### src/rtl/bcu_pkg.sv
package bcu_pkg;

   typedef enum logic [1:0] {
      BCU_OP_POP = 2'b00,
      BCU_OP_LZC = 2'b01,
      BCU_OP_TZC = 2'b10,
      BCU_OP_RSV = 2'b11
   } bcu_op_e;

   function automatic bit bcu_width_ok(input int w);
      return (w == 16) || (w == 32) || (w == 64);
   endfunction

   function automatic int bcu_count_bits(input int w);
      return $clog2(w) + 1;
   endfunction

endpackage

### src/rtl/bcu_popcount.sv
module bcu_popcount #(
   parameter int WIDTH = 32,
   parameter int CW    = $clog2(WIDTH) + 1
) (
   input  logic [WIDTH-1:0] vec,
   output logic [CW-1:0]    count
);
   localparam int NODES = 2 * WIDTH;

   // heap-ordered adder tree: node k sums nodes 2k and 2k+1, leaves at WIDTH+i
   logic [CW-1:0] node_sum [1:NODES-1];

   for (genvar i = 0; i < WIDTH; i++) begin : g_leaf
      assign node_sum[WIDTH+i] = {{(CW-1){1'b0}}, vec[i]};
   end

   for (genvar k = 1; k < WIDTH; k++) begin : g_node
      assign node_sum[k] = node_sum[2*k] + node_sum[2*k+1];
   end

   assign count = node_sum[1];
endmodule

### src/rtl/bcu_zero_run.sv
module bcu_zero_run #(
   parameter int WIDTH    = 32,
   parameter bit FROM_MSB = 1'b0,
   parameter int CW       = $clog2(WIDTH) + 1
) (
   input  logic [WIDTH-1:0] vec,
   output logic [CW-1:0]    count,
   output logic             all_zero
);
   localparam int NODES = 2 * WIDTH;

   logic [WIDTH-1:0] scan;

   // orient so that the run always starts at scan[0]
   if (FROM_MSB) begin : g_rev
      for (genvar i = 0; i < WIDTH; i++) begin : g_bit
         assign scan[i] = vec[WIDTH-1-i];
      end
   end else begin : g_fwd
      assign scan = vec;
   end

   // node k covers a contiguous span; child 2k holds the lower-index half
   logic [CW-1:0] run_len [1:NODES-1];
   logic          span_z  [1:NODES-1];

   for (genvar i = 0; i < WIDTH; i++) begin : g_leaf
      assign span_z[WIDTH+i]  = ~scan[i];
      assign run_len[WIDTH+i] = {{(CW-1){1'b0}}, ~scan[i]};
   end

   for (genvar k = 1; k < WIDTH; k++) begin : g_node
      assign span_z[k]  = span_z[2*k] & span_z[2*k+1];
      assign run_len[k] = span_z[2*k] ? (run_len[2*k] + run_len[2*k+1])
                                      : run_len[2*k];
   end

   assign count    = run_len[1];
   assign all_zero = span_z[1];
endmodule

### src/rtl/bcu_result_stage.sv
module bcu_result_stage
   import bcu_pkg::*;
#(
   parameter int WIDTH = 32,
   parameter int CW    = $clog2(WIDTH) + 1
) (
   input  logic          clk,
   input  logic          rst_n,
   input  logic          in_valid,
   input  bcu_op_e       op,
   input  logic [CW-1:0] pop_cnt,
   input  logic [CW-1:0] lead_cnt,
   input  logic          lead_empty,
   input  logic [CW-1:0] trail_cnt,
   input  logic          trail_empty,
   output logic          out_valid,
   output logic [CW-1:0] out_result,
   output logic          out_zf,
   output logic          out_cf
);
   logic [CW-1:0] sel_cnt;
   logic          sel_cf;
   logic          sel_zf;

   always_comb begin
      sel_cnt = '0;
      sel_cf  = 1'b0;
      unique case (op)
         BCU_OP_POP: sel_cnt = pop_cnt;
         BCU_OP_LZC: begin
            sel_cnt = lead_cnt;
            sel_cf  = lead_empty;
         end
         BCU_OP_TZC: begin
            sel_cnt = trail_cnt;
            sel_cf  = trail_empty;
         end
         default: begin
            sel_cnt = '0;
            sel_cf  = 1'b0;
         end
      endcase
      sel_zf = (op != BCU_OP_RSV) && (sel_cnt == '0);
   end

   always_ff @(posedge clk or negedge rst_n) begin
      if (!rst_n) begin
         out_valid  <= 1'b0;
         out_result <= '0;
         out_zf     <= 1'b0;
         out_cf     <= 1'b0;
      end else begin
         out_valid <= in_valid;
         if (in_valid) begin
            out_result <= sel_cnt;
            out_zf     <= sel_zf;
            out_cf     <= sel_cf;
         end
      end
   end
endmodule

### src/rtl/bitcount_unit.sv
module bitcount_unit
   import bcu_pkg::*;
#(
   parameter int   WIDTH = 32,
   localparam int  CW    = $clog2(WIDTH) + 1
) (
   input  logic             clk,
   input  logic             rst_n,
   input  logic             in_valid,
   input  logic [1:0]       in_op,
   input  logic [WIDTH-1:0] in_operand,
   output logic             out_valid,
   output logic [CW-1:0]    out_result,
   output logic             out_zf,
   output logic             out_cf
);
   if (!bcu_width_ok(WIDTH)) begin : g_bad_width
      $error("bitcount_unit: WIDTH must be 16, 32 or 64");
   end
   if (CW != bcu_count_bits(WIDTH)) begin : g_bad_cw
      $error("bitcount_unit: result width mismatch");
   end

   logic [CW-1:0] pop_cnt;
   logic [CW-1:0] lead_cnt;
   logic [CW-1:0] trail_cnt;
   logic          lead_empty;
   logic          trail_empty;

   bcu_popcount #(.WIDTH(WIDTH), .CW(CW)) i_pop (
      .vec   (in_operand),
      .count (pop_cnt)
   );

   bcu_zero_run #(.WIDTH(WIDTH), .FROM_MSB(1'b1), .CW(CW)) i_lead (
      .vec      (in_operand),
      .count    (lead_cnt),
      .all_zero (lead_empty)
   );

   bcu_zero_run #(.WIDTH(WIDTH), .FROM_MSB(1'b0), .CW(CW)) i_trail (
      .vec      (in_operand),
      .count    (trail_cnt),
      .all_zero (trail_empty)
   );

   bcu_result_stage #(.WIDTH(WIDTH), .CW(CW)) i_stage (
      .clk         (clk),
      .rst_n       (rst_n),
      .in_valid    (in_valid),
      .op          (bcu_op_e'(in_op)),
      .pop_cnt     (pop_cnt),
      .lead_cnt    (lead_cnt),
      .lead_empty  (lead_empty),
      .trail_cnt   (trail_cnt),
      .trail_empty (trail_empty),
      .out_valid   (out_valid),
      .out_result  (out_result),
      .out_zf      (out_zf),
      .out_cf      (out_cf)
   );
endmodule

### config.mk
export PLATFORM = sky130hd
export DESIGN_NAME = bitcount_unit
export DESIGN_NICKNAME = d
export VERILOG_FILES = /design/src/rtl/bcu_pkg.sv /design/src/rtl/bcu_popcount.sv /design/src/rtl/bcu_zero_run.sv /design/src/rtl/bcu_result_stage.sv /design/src/rtl/bitcount_unit.sv
export SDC_FILE = /design/constraint.sdc
export NUM_CORES = 1
export LEC_CHECK = 0
export CELL_PAD_IN_SITES_DETAIL_PLACEMENT = 0
export CELL_PAD_IN_SITES_GLOBAL_PLACEMENT = 1
export CORE_AREA = 2 2 113 115
export DETAILED_ROUTE_END_ITERATION = 6
export DIE_AREA = 0 0 115 117
export PLACE_DENSITY = 0.88
export SLEW_MARGIN = 20
export SYNTH_ARGS = -nofsm -noshare
export SYNTH_HDL_FRONTEND = slang
export SYNTH_SLANG_ARGS = --single-unit
### constraint.sdc
create_clock -name clk -period 0.8 [get_ports clk]
set_clock_uncertainty 0.1 [all_clocks]
set_input_delay 0.16 -clock clk [delete_from_list [all_inputs] [get_ports clk]]
set_output_delay 0.16 -clock clk [all_outputs]
set_load 0.01 [all_outputs]
# After elaboration in Yosys (flattened, before gate mapping)
# Cells that the tools add are included.
# word_totals
out_inout_bits	9
reg_bits	9
wordCells	215
in_bits	37
# op_classes
n_eq_ne	3
add_sub_neg	77
n_reduce_logical	4
mux	64
bitwise	63
# ops
operator	count
$mux W6	62
$add A6 B6 Y6	30
$add A1 B1 Y2	32
$not A1 Y1	32
$and A1 B1 Y1	31
$add A2 B2 Y3	8
$pmux W6 S3	1
$add A3 B3 Y4	4
$add A4 B4 Y5	2
$add A5 B5 Y6	1
$logic_not A6 Y1	1
$eq A2 B1 Y1 const B	1
$eq A2 B2 Y1 const B	1
$logic_not A2 Y1	1
$ne A2 B2 Y1 const B	1
$reduce_or A2 Y1	1
$logic_and A1 B1 Y1	1
$mux W1	1

# Longest topological paths before layout
# Gate-level depths: netlist of run 1.
# logic_depth
ltp_word	14
mapped_depth	23
mapped_depth_nobuf	23

# By module
# From an unflattened synthesis of run 1, not the netlist that was laid out.
# unflattened
cells_unflattened	663
hier_area_um2	5507.8
# modules_own_cells
module	instances	seq_area_each_um2	cells_each	area_per_inst_um2
bcu_zero_run at i_trail	1	0.0	253	1988.2
bcu_zero_run at i_lead	1	0.0	253	1963.1
bcu_popcount	1	0.0	114	1097.3
bcu_result_stage	1	225.2	43	459.2

# Worst setup path after synthesis of run 1
# Ideal clock, no wire load.
# synth_path
kind	input to register
from	input in_operand[17]
to	register i_stage.out_result[3]
path_buffers	0
arrival_time_ps	4837
cell_stages	17
path_slack_ps	-4262
required_time_ps	575
setup_ps	125
cell_sequence	fa_1 inv_1 fa_1 inv_1 fa_1 fa_1 inv_1 fa_1 fa_1 inv_1 ha_1 nand3_1 a21boi_0 nor3b_1 or3_1 a221o_1 mux2_2
# synth_via
elab_chain_len	12
word_cells_on_any_way	30
classes_between	14 x add/sub; 11 x mux; 5 x bitwise
# synth_rtl
element	line	rtl
start: declaration	bitcount_unit.sv:11	input logic [WIDTH-1:0] in_operand,
$not A1 Y1	bcu_zero_run.sv:28, bcu_zero_run.sv:29	
$add A1 B1 Y2	bcu_zero_run.sv:34	assign run_len[k] = span_z[2*k] ? (run_len[2*k] + run_len[2*k+1])
$mux W6	bcu_zero_run.sv:34	
$add A6 B6 Y6	bcu_zero_run.sv:34	
$mux W6	bcu_zero_run.sv:34	
$add A6 B6 Y6	bcu_zero_run.sv:34	
$mux W6	bcu_zero_run.sv:34	
$add A6 B6 Y6	bcu_zero_run.sv:34	
$mux W6	bcu_zero_run.sv:34	
$add A6 B6 Y6	bcu_zero_run.sv:34	
$mux W6	bcu_zero_run.sv:34	
$pmux W6 S3 (*)	bcu_result_stage.sv:28	unique case (op)
end signal: assignment	bcu_result_stage.sv:55	out_result <= sel_cnt;
end: declaration	bcu_result_stage.sv:17	output logic [CW-1:0] out_result,
# Mark *: on every way between the ends. The rest lies on a longest branch, timed or not.
# A chain may end at the register's enable or synchronous reset.

# Worst setup path after layout of run 1
# layout_path
from	input in_operand[19]
to	register i_stage.out_zf
# layout_via
elab_chain_len	14
word_cells_on_any_way	32
classes_between	14 x add/sub; 11 x mux; 5 x bitwise; 2 x reduce/logical
# layout_rtl
element	line	rtl
$not A1 Y1	bcu_zero_run.sv:28, bcu_zero_run.sv:29	
$add A1 B1 Y2	bcu_zero_run.sv:34	
$mux W6	bcu_zero_run.sv:34	
$add A6 B6 Y6	bcu_zero_run.sv:34	
$mux W6	bcu_zero_run.sv:34	
$add A6 B6 Y6	bcu_zero_run.sv:34	
$mux W6	bcu_zero_run.sv:34	
$add A6 B6 Y6	bcu_zero_run.sv:34	
$mux W6	bcu_zero_run.sv:34	
$add A6 B6 Y6	bcu_zero_run.sv:34	
$mux W6	bcu_zero_run.sv:34	
$pmux W6 S3 (*)	bcu_result_stage.sv:28	
$logic_not A6 Y1 (*)	bcu_result_stage.sv:43	sel_zf = (op != BCU_OP_RSV) && (sel_cnt == '0);
$logic_and A1 B1 Y1 (*)	bcu_result_stage.sv:43	
end signal: assignment	bcu_result_stage.sv:56	out_zf <= sel_zf;
end: declaration	bcu_result_stage.sv:18	output logic out_zf,
# Marks and branches as above.

==> results of run 1 <==
## sequential cells by signal, indices dropped and copies added, names as in the netlist
register,count
i_stage.out_result,6
i_stage.out_cf,1
i_stage.out_valid,1
i_stage.out_zf,1
## per-stage QoR
step	utilization [%]	total power [mW]	hold slack, ns	cell area [sq um]
final	64.1	12.6	0.152	7890
after global routing	64.1	13.7	0.155	7890
after CTS	61.4	10.8	0.153	7560
after detailed placement	57.0	9.52	0.400	7020
after global placement	57.0	9.03	0.385	7020
after floorplan	-	6.23	-0.236	5050
## synthesized netlist by cell type, drive strengths merged (3+ instances only)
| master | n | area (sq um) |
|---|---|---|
| a211oi | 5 | 37.5 |
| a21o | 14 | 105 |
| a21oi | 36 | 180 |
| a31oi | 4 | 25.0 |
| and2 | 3 | 21.3 |
| and3b | 3 | 26.3 |
| buf | 4 | 26.3 |
| clkbuf | 6 | 22.5 |
| dfrtp | 9 | 225 |
| fa | 54 | 1080 |
| ha | 90 | 1130 |
| inv | 116 | 435 |
| mux2 | 11 | 124 |
| mux2i | 6 | 60.1 |
| nand2 | 28 | 105 |
| nand2b | 3 | 18.8 |
| nand3 | 5 | 25.0 |
| nand3b | 3 | 22.5 |
| nor2 | 101 | 379 |
| nor2b | 34 | 213 |
| nor3 | 5 | 25.0 |
| nor3b | 3 | 22.5 |
| o21ai | 14 | 70.1 |
| o31ai | 11 | 82.6 |
| xnor2 | 13 | 114 |
| xor2 | 4 | 35.0 |
## cell type report
type	count	area share (%)
Clock buffer	4	0.999
Timing Repair Buffer	263	26.6
Multi-Input combinational cell	483	61.6
Inverter	116	5.60
Sequential cell	9	2.85
Tap cell	150	2.38
## power breakdown
part / internal (mW) / leakage (nW) / total, mW / switching, mW
Sequential: 0.576 / 0.117 / 0.637 / 0.0604
Clock: 0.666 / 0.0382 / 0.881 / 0.215
Combinational: 5.82 / 3.76 / 11.1 / 5.31
## timing repair
item                       4_1_cts  5_1_grt
pin swaps                       47       45
setup buffers                   27       11
cloned                           0        0
gates resized for setup        209       71
setup endpoints to repair       17       18
## cells by family (layout without fill, tap and decap cells)
group                    after synthesis  count (layout)  share of synthesized area (%)
XOR/XNOR                              17              17                           3.04
buffers and inverters                126             383                           9.89
AO/OA/AOI/OAI                        106             106                           14.4
AND/OR/NAND/NOR                      199             199                           19.2
flip-flops                             9               9                           4.60
multiplexers                          17              17                           3.76
adder cells (fa/ha/maj)              144             144                           45.1
## routing by layer
metal / vias up / track usage (%) / wire, microns
met4: 0 / 6.02 / 436
met1: 2479 / 25.8 / 6040
li1: 2543 / - / -
met3: 32 / 1.54 / 387
met5: - / 0 / 0
met2: 99 / 44.2 / 8020
## how the worst min path moves through the flow
stage	to	slack (ns)	cells after the start
2_1_floorplan	i_stage.out_cf	-0.24	0
3_3_place_gp	i_stage.out_result[4]	0.38	2
3_5_place_dp	i_stage.out_result[1]	0.40	2
4_1_cts	i_stage.out_result[4]	0.15	2
5_1_grt	i_stage.out_result[4]	0.16	2
6_report	i_stage.out_result[1]	0.15	2
==> reports/qor.yml, run 1 <==
cts_tree: "yes"
crit_chain: "buf_8, fa_1, inv_1, fa_1, inv_2, fa_2, inv_2, fa_2, fa_1, fa_2, inv_2, ha_4, inv_2, fa_1, inv_1, a222oi_1, a41o_1, nand4b_1, o32ai_2"
die_h_microns: 117
startpoint: "in_operand[19]"
reg2regPathDepth: 3
gp_congestion: 0.921
violations: "negative setup slack"
syn_area_sq_mm: 0.00490
postRouteAntennaNets: 0
dpl.hpwl_microns: 12000
cts_made_buffers: 3
grt_max_degree: 12
outcome: "complete, but fails checks"
critPathCapture: "i_stage.out_zf"
syn_inst: 618
yosysSeqAreaShare_pct: 4.60
preCtsSetupSlack_ns: -4.94
worst_setup_path_start_kind: "primary input"
worst-slew-pin-transition_ns: 0.538
irDropWorstVdd_v: 0.00158
syn_to_final_growth_pct: 61.1
synth-edff-count: 0
regToRegSetupSlack_ns: -0.11
reg2reg_to: "i_stage.out_result[0]"
grt_pass1_vias: 5549
regArea_sq_um: 225
num_antenna_cells: 0
row_count: 41
cts.clk_slew.worst_paths_ns: 0.04
async_flop_share_pct: 100
grt_first_pass_wirelength_microns: 24300
tns_ns: -31.23
start_util_pct: 39.8
critPathKind: "in2reg"
critPathMaxFanout: 2
post_drt_wl_per_cell_microns: 14.5
r2r_start: "i_stage.out_result[0]"
slew-limit-headroom_pct: 63.9
core-area_sq_mm: 0.0123
clkLatencyLatePin_ns: 0.24
cts_root_buf: "clkbuf_16"
drt-pass1-iter-count: 4
fin_ws_ns: -4.31
cp.required_ns: 0.84
cts.sinks: 9
max_freq_ghz: 0.196
pwr_density_cell_mw_per_mm2: 1600
hold_class: "in2async"
via_per_inst: 5.03
crit_path_end_kind: "flip-flop"
fillers: 982
synth.distinct_cells: 52
die_w_microns: 115
antenna_found_initial: 0
syn_area_per_cell_sq_um: 7.92
mostFrequentLayoutCell: "buf_4"
max_cap_violations: 0
nets: 1057
synth_nets: 799
gr-total-overflow: 0
rsz0062_at_grt: "true"
crit_buf_inv: 7
final_cells: 1025
path_depth: 19
vias: 5153
cp_top_family: "adder cells"
critical_path_arrival_ns: 5.15
cpPeakStageDelay_ns: 0.54
drive_above_1_share_pct: 44.3
final_max_slew_viol_count: 0
hold_violations: 0
setup_viol: 17
synth-seq-cells: 9
clk_path_buf_depth: 2
ctsHoldBuffers: 0
cp_slowest_cell: "fa_1"
final_cell_mix: "buf_4 (193), inv_1 (100), nor2_1 (71), ha_1 (66), fa_1 (42)"
ys.flop_type: "dfrtp_1"
place_inst: 986
period_minus_slack_ns: 5.11
die_area_sq_mm: 0.0135
htree_levels: 1
ios: 46
period_share_pct: 639
first_iter_violations: 184
yosys_warnings: 0
p_leak_nw: 3.91
numPortBuffers: 45
multiInputGateArea_sq_mm: 0.00486
track_usage_pct: 22.3
wl_microns: 14900
drc: 0
(Power assumes the default switching activity.)
==> run 2: changes to the inputs <==
--- a/config.mk
+++ b/config.mk
@@ -5,12 +5,10 @@
 export SDC_FILE = /design/constraint.sdc
 export NUM_CORES = 1
 export LEC_CHECK = 0
-export CELL_PAD_IN_SITES_DETAIL_PLACEMENT = 0
-export CELL_PAD_IN_SITES_GLOBAL_PLACEMENT = 1
-export CORE_AREA = 2 2 113 115
+export CORE_AREA = 2 2 101 103
 export DETAILED_ROUTE_END_ITERATION = 6
-export DIE_AREA = 0 0 115 117
-export PLACE_DENSITY = 0.88
+export DIE_AREA = 0 0 103 105
+export PLACE_DENSITY = 0.84
 export SLEW_MARGIN = 20
 export SYNTH_ARGS = -nofsm -noshare
 export SYNTH_HDL_FRONTEND = slang
==> run 2 against run 1 <==
  * The flow still finishes with violations (negative setup slack)
  * Highest routed layer unchanged
  * Global-route usage grew 11 points
  * Design area shrank 0.57%
  * Non-clock buffer count grew 2
==> reports/qor.yml, run 2 (same netlist as run 1, synthesis figures left out) <==
max_freq_ghz: 0.188  # -4.1%
tns_ns: -32.63  # -1.41 ns
slew-limit-headroom_pct: 64.5  # +0.59 points
rsz0062_at_grt: "true"
cp_top_family: "adder cells"
cts_made_buffers: 3  # unchanged
drive_above_1_share_pct: 43.6  # -0.79 points
regToRegSetupSlack_ns: -0.22  # -0.11 ns
track_usage_pct: 33.0  # +11 points
p_clk_share_pct: 4.0  # -3.0 points
core-area_sq_mm: 0.00964  # -22%
htree_levels: 1  # unchanged
fin_hold_ws_ns: 0.136  # -0.0163 ns
crit_chain: "buf_6, fa_1, inv_2, fa_2, fa_2, fa_2, fa_2, fa_2, inv_2, ha_4, inv_2, fa_2, inv_2, a222oi_1, buf_4, a41o_1, nand4b_1, o32ai_2"
antenna_found_initial: 0  # unchanged
nets: 1059  # +0.19%
gr-total-overflow: 0  # unchanged
p_seq_share_pct: 4.5  # -0.5 points
multiInputGateArea_sq_mm: 0.00482  # -0.75%
cp_slowest_cell: "fa_2"
start_util_pct: 50.8  # +11 points
cpPeakStageDelay_ns: 0.62  # +0.08 ns
critPathMaxFanout: 2  # unchanged
violations: "negative setup slack"
switchingPower_mw: 6.79  # +22%
preCtsSetupSlack_ns: -5.00  # -0.0512 ns
drc: 0  # unchanged
worst-slew-pin-transition_ns: 0.531  # -0.00679 ns
ios: 46  # unchanged
die_area_sq_mm: 0.0108  # -20%
wl_microns: 19800  # +33%
period_share_pct: 667  # +28 points
hold_class: "in2async"
vias: 5854  # +14%
regArea_sq_um: 225  # unchanged
fin_util_pct: 81.4  # +17 points
grt_pass1_vias: 6212  # +12%
final_area_sq_mm: 0.00784  # -0.57%
die_h_microns: 105  # -10%
regMostFlops: "i_stage.out_result"
cts.sinks: 9  # unchanged
dpl_cell_area_sq_mm: 0.00695  # -1.0%
cts_root_buf: "clkbuf_8"
cts.clk_slew.worst_paths_ns: 0.05  # about the same
fillers: 526  # -46%
cts_tree: "yes"
post_drt_wl_per_cell_microns: 19.6  # +35%
critPathKind: "in2reg"
clk_path_buf_depth: 2  # unchanged
grt_max_degree: 13  # +1
reg2reg_to: "i_stage.out_result[2]"
period_minus_slack_ns: 5.33  # +0.221 ns
first_iter_violations: 460  # +150%
dpl.hpwl_microns: 12200  # +2.0%
numPortBuffers: 45  # unchanged
crit_path_end_kind: "flip-flop"
critical_path_arrival_ns: 5.39  # +0.24 ns
pwr_density_cell_mw_per_mm2: 1810  # +13%
max_cap_violations: 0  # unchanged
num_antenna_cells: 0  # unchanged
die_w_microns: 103  # -10%
drt-pass1-iter-count: 5  # +1
cp.required_ns: 0.86  # +0.02 ns
grt_first_pass_wirelength_microns: 28100  # +15%
cp_common_cell: "fa_2"
row_count: 36  # -12%
hold_violations: 0  # unchanged
p_int_mw: 7.39  # +4.7%
postRouteAntennaNets: 0  # unchanged
crit_buf_inv: 6  # -1
syn_to_final_growth_pct: 60.2
via_per_inst: 5.80  # +15%
gp_congestion: 0.921  # about the same
final_cell_mix: "buf_4 (192), inv_1 (100), nor2_1 (72), ha_1 (72), fa_1 (41)"
worst_setup_path_start_kind: "primary input"
mostFrequentLayoutCell: "buf_4"
p_leak_nw: 3.88  # -0.87%
outcome: "complete, but fails checks"
irDropWorstVdd_v: 0.00200  # +27%
reg2regPathDepth: 3  # unchanged
largest_reg_flops: 6  # unchanged
setup_viol: 17  # unchanged
clkLatencyLatePin_ns: 0.24  # about the same
p_comb_share_pct: 91.5  # +3.5 points
switching_share_pct: 47.9  # +3.7 points
r2r_start: "i_stage.out_result[2]"
fin_ws_ns: -4.53  # -0.221 ns
final_max_slew_viol_count: 0  # unchanged
## run 2: changes by cell type in the layout (fill, tap and decap cells not counted), sizes merged
cell and delta:
buf +4, clkbuf -2, clkdlybuf4s15 +1, dlygate4sd2 -1
## run 2: area by class of cell
cell class / instances / area share [%]
sequential: 9 / 2.87
clock buffer: 4 / 0.574
tap: 133 / 2.12
multi-input combinational: 483 / 61.5
timing repair buffer: 265 / 27.4
inverter: 116 / 5.60
## run 2: worst max-delay path by stage
| stage | slack [ns] | depth (start not counted) | end | start |
|---|---|---|---|---|
| global placement | -4.82 | 19 | i_stage.out_zf | in_operand[17] |
| detailed placement | -5.00 | 19 | i_stage.out_zf | in_operand[17] |
| global route | -4.64 | 18 | i_stage.out_zf | in_operand[1] |
| floorplan | -4.14 | 17 | i_stage.out_result[3] | in_operand[17] |
| CTS | -4.41 | 18 | i_stage.out_zf | in_operand[11] |
| finish | -4.53 | 18 | i_stage.out_zf | in_operand[1] |
## run 2: per-stage QoR
step | std cells | power (mW)
floorplan | 618 | 6.23
global placement | 964 | 8.89
detailed placement | 964 | 9.42
CTS | 1000 | 11.1
global route | 1010 | 14.9
finish | 1010 | 14.2
## run 2: layer usage
metal	track usage (%)	vias up	part of all wire [%]
met4	19.6	0	9.6
met5	0	-	0
met3	5.69	169	7.3
li1	-	2549	-
met2	62.3	371	51
met1	32.3	2765	32
## run 2: timing repair
item	CTS	global route
hold buffers	0	0
pin swaps	59	29
gates resized for setup	250	37
buffers inserted	33	11
setup endpoints to repair	17	18
## run 2: power groups by stage
stage	Combinational (mW)	Sequential (mW)	Clock, mW
2_1_floorplan	5.53	0.690	0
3_3_place_gp	8.26	0.635	0
3_5_place_dp	8.78	0.641	0
4_1_cts	9.92	0.627	0.548
5_1_grt	13.6	0.643	0.605
6_report	13.0	0.635	0.570
==> run 3: changes to the inputs <==
--- a/config.mk
+++ b/config.mk
@@ -5,11 +5,12 @@
 export SDC_FILE = /design/constraint.sdc
 export NUM_CORES = 1
 export LEC_CHECK = 0
-export CORE_AREA = 2 2 101 103
+export CORE_AREA = 2 2 106 108
 export DETAILED_ROUTE_END_ITERATION = 6
-export DIE_AREA = 0 0 103 105
-export PLACE_DENSITY = 0.84
+export DIE_AREA = 0 0 108 110
+export PLACE_DENSITY = 0.85
 export SLEW_MARGIN = 20
 export SYNTH_ARGS = -nofsm -noshare
 export SYNTH_HDL_FRONTEND = slang
+export SYNTH_HIERARCHICAL = 1
 export SYNTH_SLANG_ARGS = --single-unit
==> run 3 against run 2 <==
  * The flow finishes with violations (design-rule violations, negative setup slack)
  * Non-clock buffer count decreased by 15
  * Global-route usage decreased by 1.7 points
  * Sequential power increased by 0.8%
  * Fmax increased by 5.7%
  * Combinational power decreased by 13%
  * Critical endpoint is now i_stage/out_zf
  * Largest cell class unchanged
  * Largest power group unchanged
==> reports/qor.yml, run 3 <==
outcome: "complete, but fails checks"
violations: "design-rule violations, negative setup slack"
async_flop_share_pct: 100  # unchanged
clkLatencyLatePin_ns: 0.24  # about the same
grt_first_pass_wirelength_microns: 29700  # +5.7%
gr-total-overflow: 0  # unchanged
place_inst: 1001  # +3.8%
yosys-top-cells-count: "ha_1 (110), inv_1 (105), nor2_1 (76), fa_1 (52), nor2b_1 (41)"
critPathMaxFanout: 4  # +2
drc: 1  # +1
tns_ns: -29.62  # +3.01 ns
period_share_pct: 631  # -36 points
final_cell_mix: "buf_4 (188), inv_1 (79), ha_1 (72), nor2_1 (54), buf_6 (30)"
synth_top_cell_by_area: "ha_1"
pwr_density_cell_mw_per_mm2: 1460  # -19%
hold_violations: 0  # unchanged
synth-seq-cells: 9  # unchanged
yosys_warnings: 6  # +6
fin_hold_ws_ns: 0.136  # +0.000462 ns
hold_class: "in2async"
track_usage_pct: 31.3  # -1.7 points
synth.top_cell.area_share_pct: 25.0  # +2.0 points
syn_area_per_cell_sq_um: 8.31  # +4.9%
fin_ws_ns: -4.24  # +0.288 ns
first_iter_violations: 538  # +17%
synth_nets: 862  # +7.9%
rsz0062_at_grt: "true"
critical_path_arrival_ns: 5.08  # -0.31 ns
fillers: 617  # +17%
p_leak_nw: 4.38  # +13%
synth_most_common_cell: "ha_1"
post_drt_wl_per_cell_microns: 19.4  # -0.72%
setup_viol: 18  # +1
mostFrequentLayoutCell: "buf_4"
gp_congestion: 0.914  # -0.75%
htree_levels: 1  # unchanged
worst-slew-pin-transition_ns: 0.474  # -0.0565 ns
vias: 6006  # +2.6%
die_w_microns: 108  # +4.9%
p_comb_share_pct: 90.6  # -0.9 points
cts_made_buffers: 3  # unchanged
nets: 1108  # +4.6%
via_per_inst: 5.73  # -1.1%
drt-pass1-iter-count: 7  # +2
cts.sinks: 9  # unchanged
cts.clk_slew.worst_paths_ns: 0.05  # about the same
synth.distinct_cells: 47  # -9.6%
numPortBuffers: 45  # unchanged
ctsHoldBuffers: 0  # unchanged
irDropWorstVdd_v: 0.00176  # -12%
row_count: 38  # +5.6%
grt_max_degree: 11  # -2
p_int_mw: 6.62  # -10%
postRouteAntennaNets: 0  # unchanged
worst_setup_path_start_kind: "primary input"
crit_path_end_kind: "flip-flop"
period_minus_slack_ns: 5.04  # -0.288 ns
max_freq_ghz: 0.198  # +5.7%
switching_share_pct: 47.1  # -0.79 points
slew-limit-headroom_pct: 68.4  # +3.8 points
p_seq_share_pct: 5.1  # +0.6 points
max_cap_violations: 0  # unchanged
wl_microns: 20400  # +3.0%
start_util_pct: 51.5  # +0.69 points
clk_path_buf_depth: 2  # unchanged
synth-edff-count: 0  # unchanged
drive_above_1_share_pct: 52.4  # +8.9 points
yosysSeqAreaShare_pct: 4.09  # -0.51 points
synth_area_leaders: "ha_1 (25%), fa_1 (19%), inv_1 (7.2%), nor2_1 (5.2%), nor2b_1 (4.7%)"
switchingPower_mw: 5.89  # -13%
cts_root_buf: "clkbuf_8"
cp.required_ns: 0.83  # -0.03 ns
syn_inst: 663  # +7.3%
antenna_found_initial: 0  # unchanged
syn_area_sq_mm: 0.00551  # +12%
dpl.hpwl_microns: 13800  # +13%
regArea_sq_um: 225  # unchanged
die_h_microns: 110  # +4.8%
final_cells: 1048  # +3.8%
p_clk_share_pct: 4.3  # +0.3 points
multiInputGateArea_sq_mm: 0.00572  # +19%
final_max_slew_viol_count: 0  # unchanged
largest_reg_flops: 6  # unchanged
num_antenna_cells: 0  # unchanged
core-area_sq_mm: 0.0107  # +11%
syn_to_final_growth_pct: 55.1
fin_util_pct: 79.8  # -1.5 points
grt_pass1_vias: 6443  # +3.7%
die_area_sq_mm: 0.0119  # +9.8%
critPathKind: "in2reg"
regMostFlops: "i_stage/out_result"
ys.flop_type: "dfrtp_1"
cts_tree: "yes"
ios: 46  # unchanged
==> run 3: cell count changes after synthesis, moves of 8 or more <==
cell     delta
and2_1     +22
a21oi_1    -15
o21a_1     +13
o22ai_1     +8
ha_1       +20
inv_1      -11
nor2_1     -25
==> run 3: final timing paths <==
kind | start | end | slack [ns] | cells past startpoint
worst min register to register | i_stage/out_result[4] | i_stage/out_result[4] | 0.48 | 2
max in group asynchronous | rst_n | i_stage/out_result[5] | 0.36 | 2
worst max register to register | i_stage/out_zf | i_stage/out_zf | -0.24 | 4
worst min-delay path | rst_n | i_stage/out_result[1] | 0.14 | 2
worst max-delay path | in_operand[18] | i_stage/out_zf | -4.24 | 24
min in group clk | i_stage/out_result[4] | i_stage/out_result[4] | 0.48 | 2
==> run 3: critical path, cell delays in order <==
cell,delay [ns]
buf_8,0.11
nor2b_4,0.13
ha_4,0.15
fa_1,0.54
and2_4,0.18
inv_2,0.05
fa_2,0.38
xor2_1,0.16
nor2_1,0.16
a21oi_2,0.06
nor3_2,0.26
ha_4,0.26
xnor2_2,0.17
nor2_1,0.08
a21oi_2,0.22
ha_4,0.26
nor2b_1,0.14
o21a_1,0.24
nor3_4,0.27
o41ai_2,0.15
a222oi_1,0.37
buf_4,0.20
nand3_1,0.12
o22ai_1,0.24
==> run 3: cells by family after synthesis <==
logic type | count (synthesis) | share of synthesized area, %
AOI/OAI and AO/OA | 103 | 12.7
muxes | 30 | 7.00
xor gates and xnor gates | 24 | 3.82
DFF | 9 | 4.09
adders and majority gates | 162 | 43.9
buffers and inverters | 114 | 7.95
and+or+nand+nor | 221 | 20.6
==> run 3: layer usage <==
metal  share of wire [%]  GRT usage, %
met3                 5.5          3.88
met2                  53          62.8
met4                 6.9          11.4
met5                   0             0
met1                  35          33.3
==> run 3: cell type report <==
class	instances	area share, %
clock buffer	4	0.527
timing repair buffer	250	23.2
sequential	9	2.64
inverter	105	4.61
tap	140	2.05
multi-input combinational	540	66.9
==> run 3: repair_timing <==
item                                   in CTS  in global routing
endpoints found under the hold margin       0                  0
buffers inserted                           27                 17
resized for setup                         278                 66
pin swaps                                  94                 53
setup endpoints to repair                  17                 17
==> run 3: power groups by stage <==
stage / Clock [mW] / Sequential (mW) / Combinational, mW
after floorplan: 0 / 0.678 / 5.83
after global placement: 0 / 0.625 / 8.43
after detailed placement: 0 / 0.632 / 9.07
after CTS: 0.542 / 0.617 / 9.97
after global routing: 0.573 / 0.648 / 12.2
final: 0.542 / 0.640 / 11.3
==> run 3: through the flow <==
step                      instance area [sq um]  worst slack (ns)  power (mW)
after floorplan                            5890             -3.49        6.50
after global placement                     7680             -4.29        9.06
after detailed placement                   7680             -4.49        9.70
after CTS                                  8200             -3.79        11.1
after global routing                       8540             -4.31        13.4
final                                      8540             -4.24        12.5
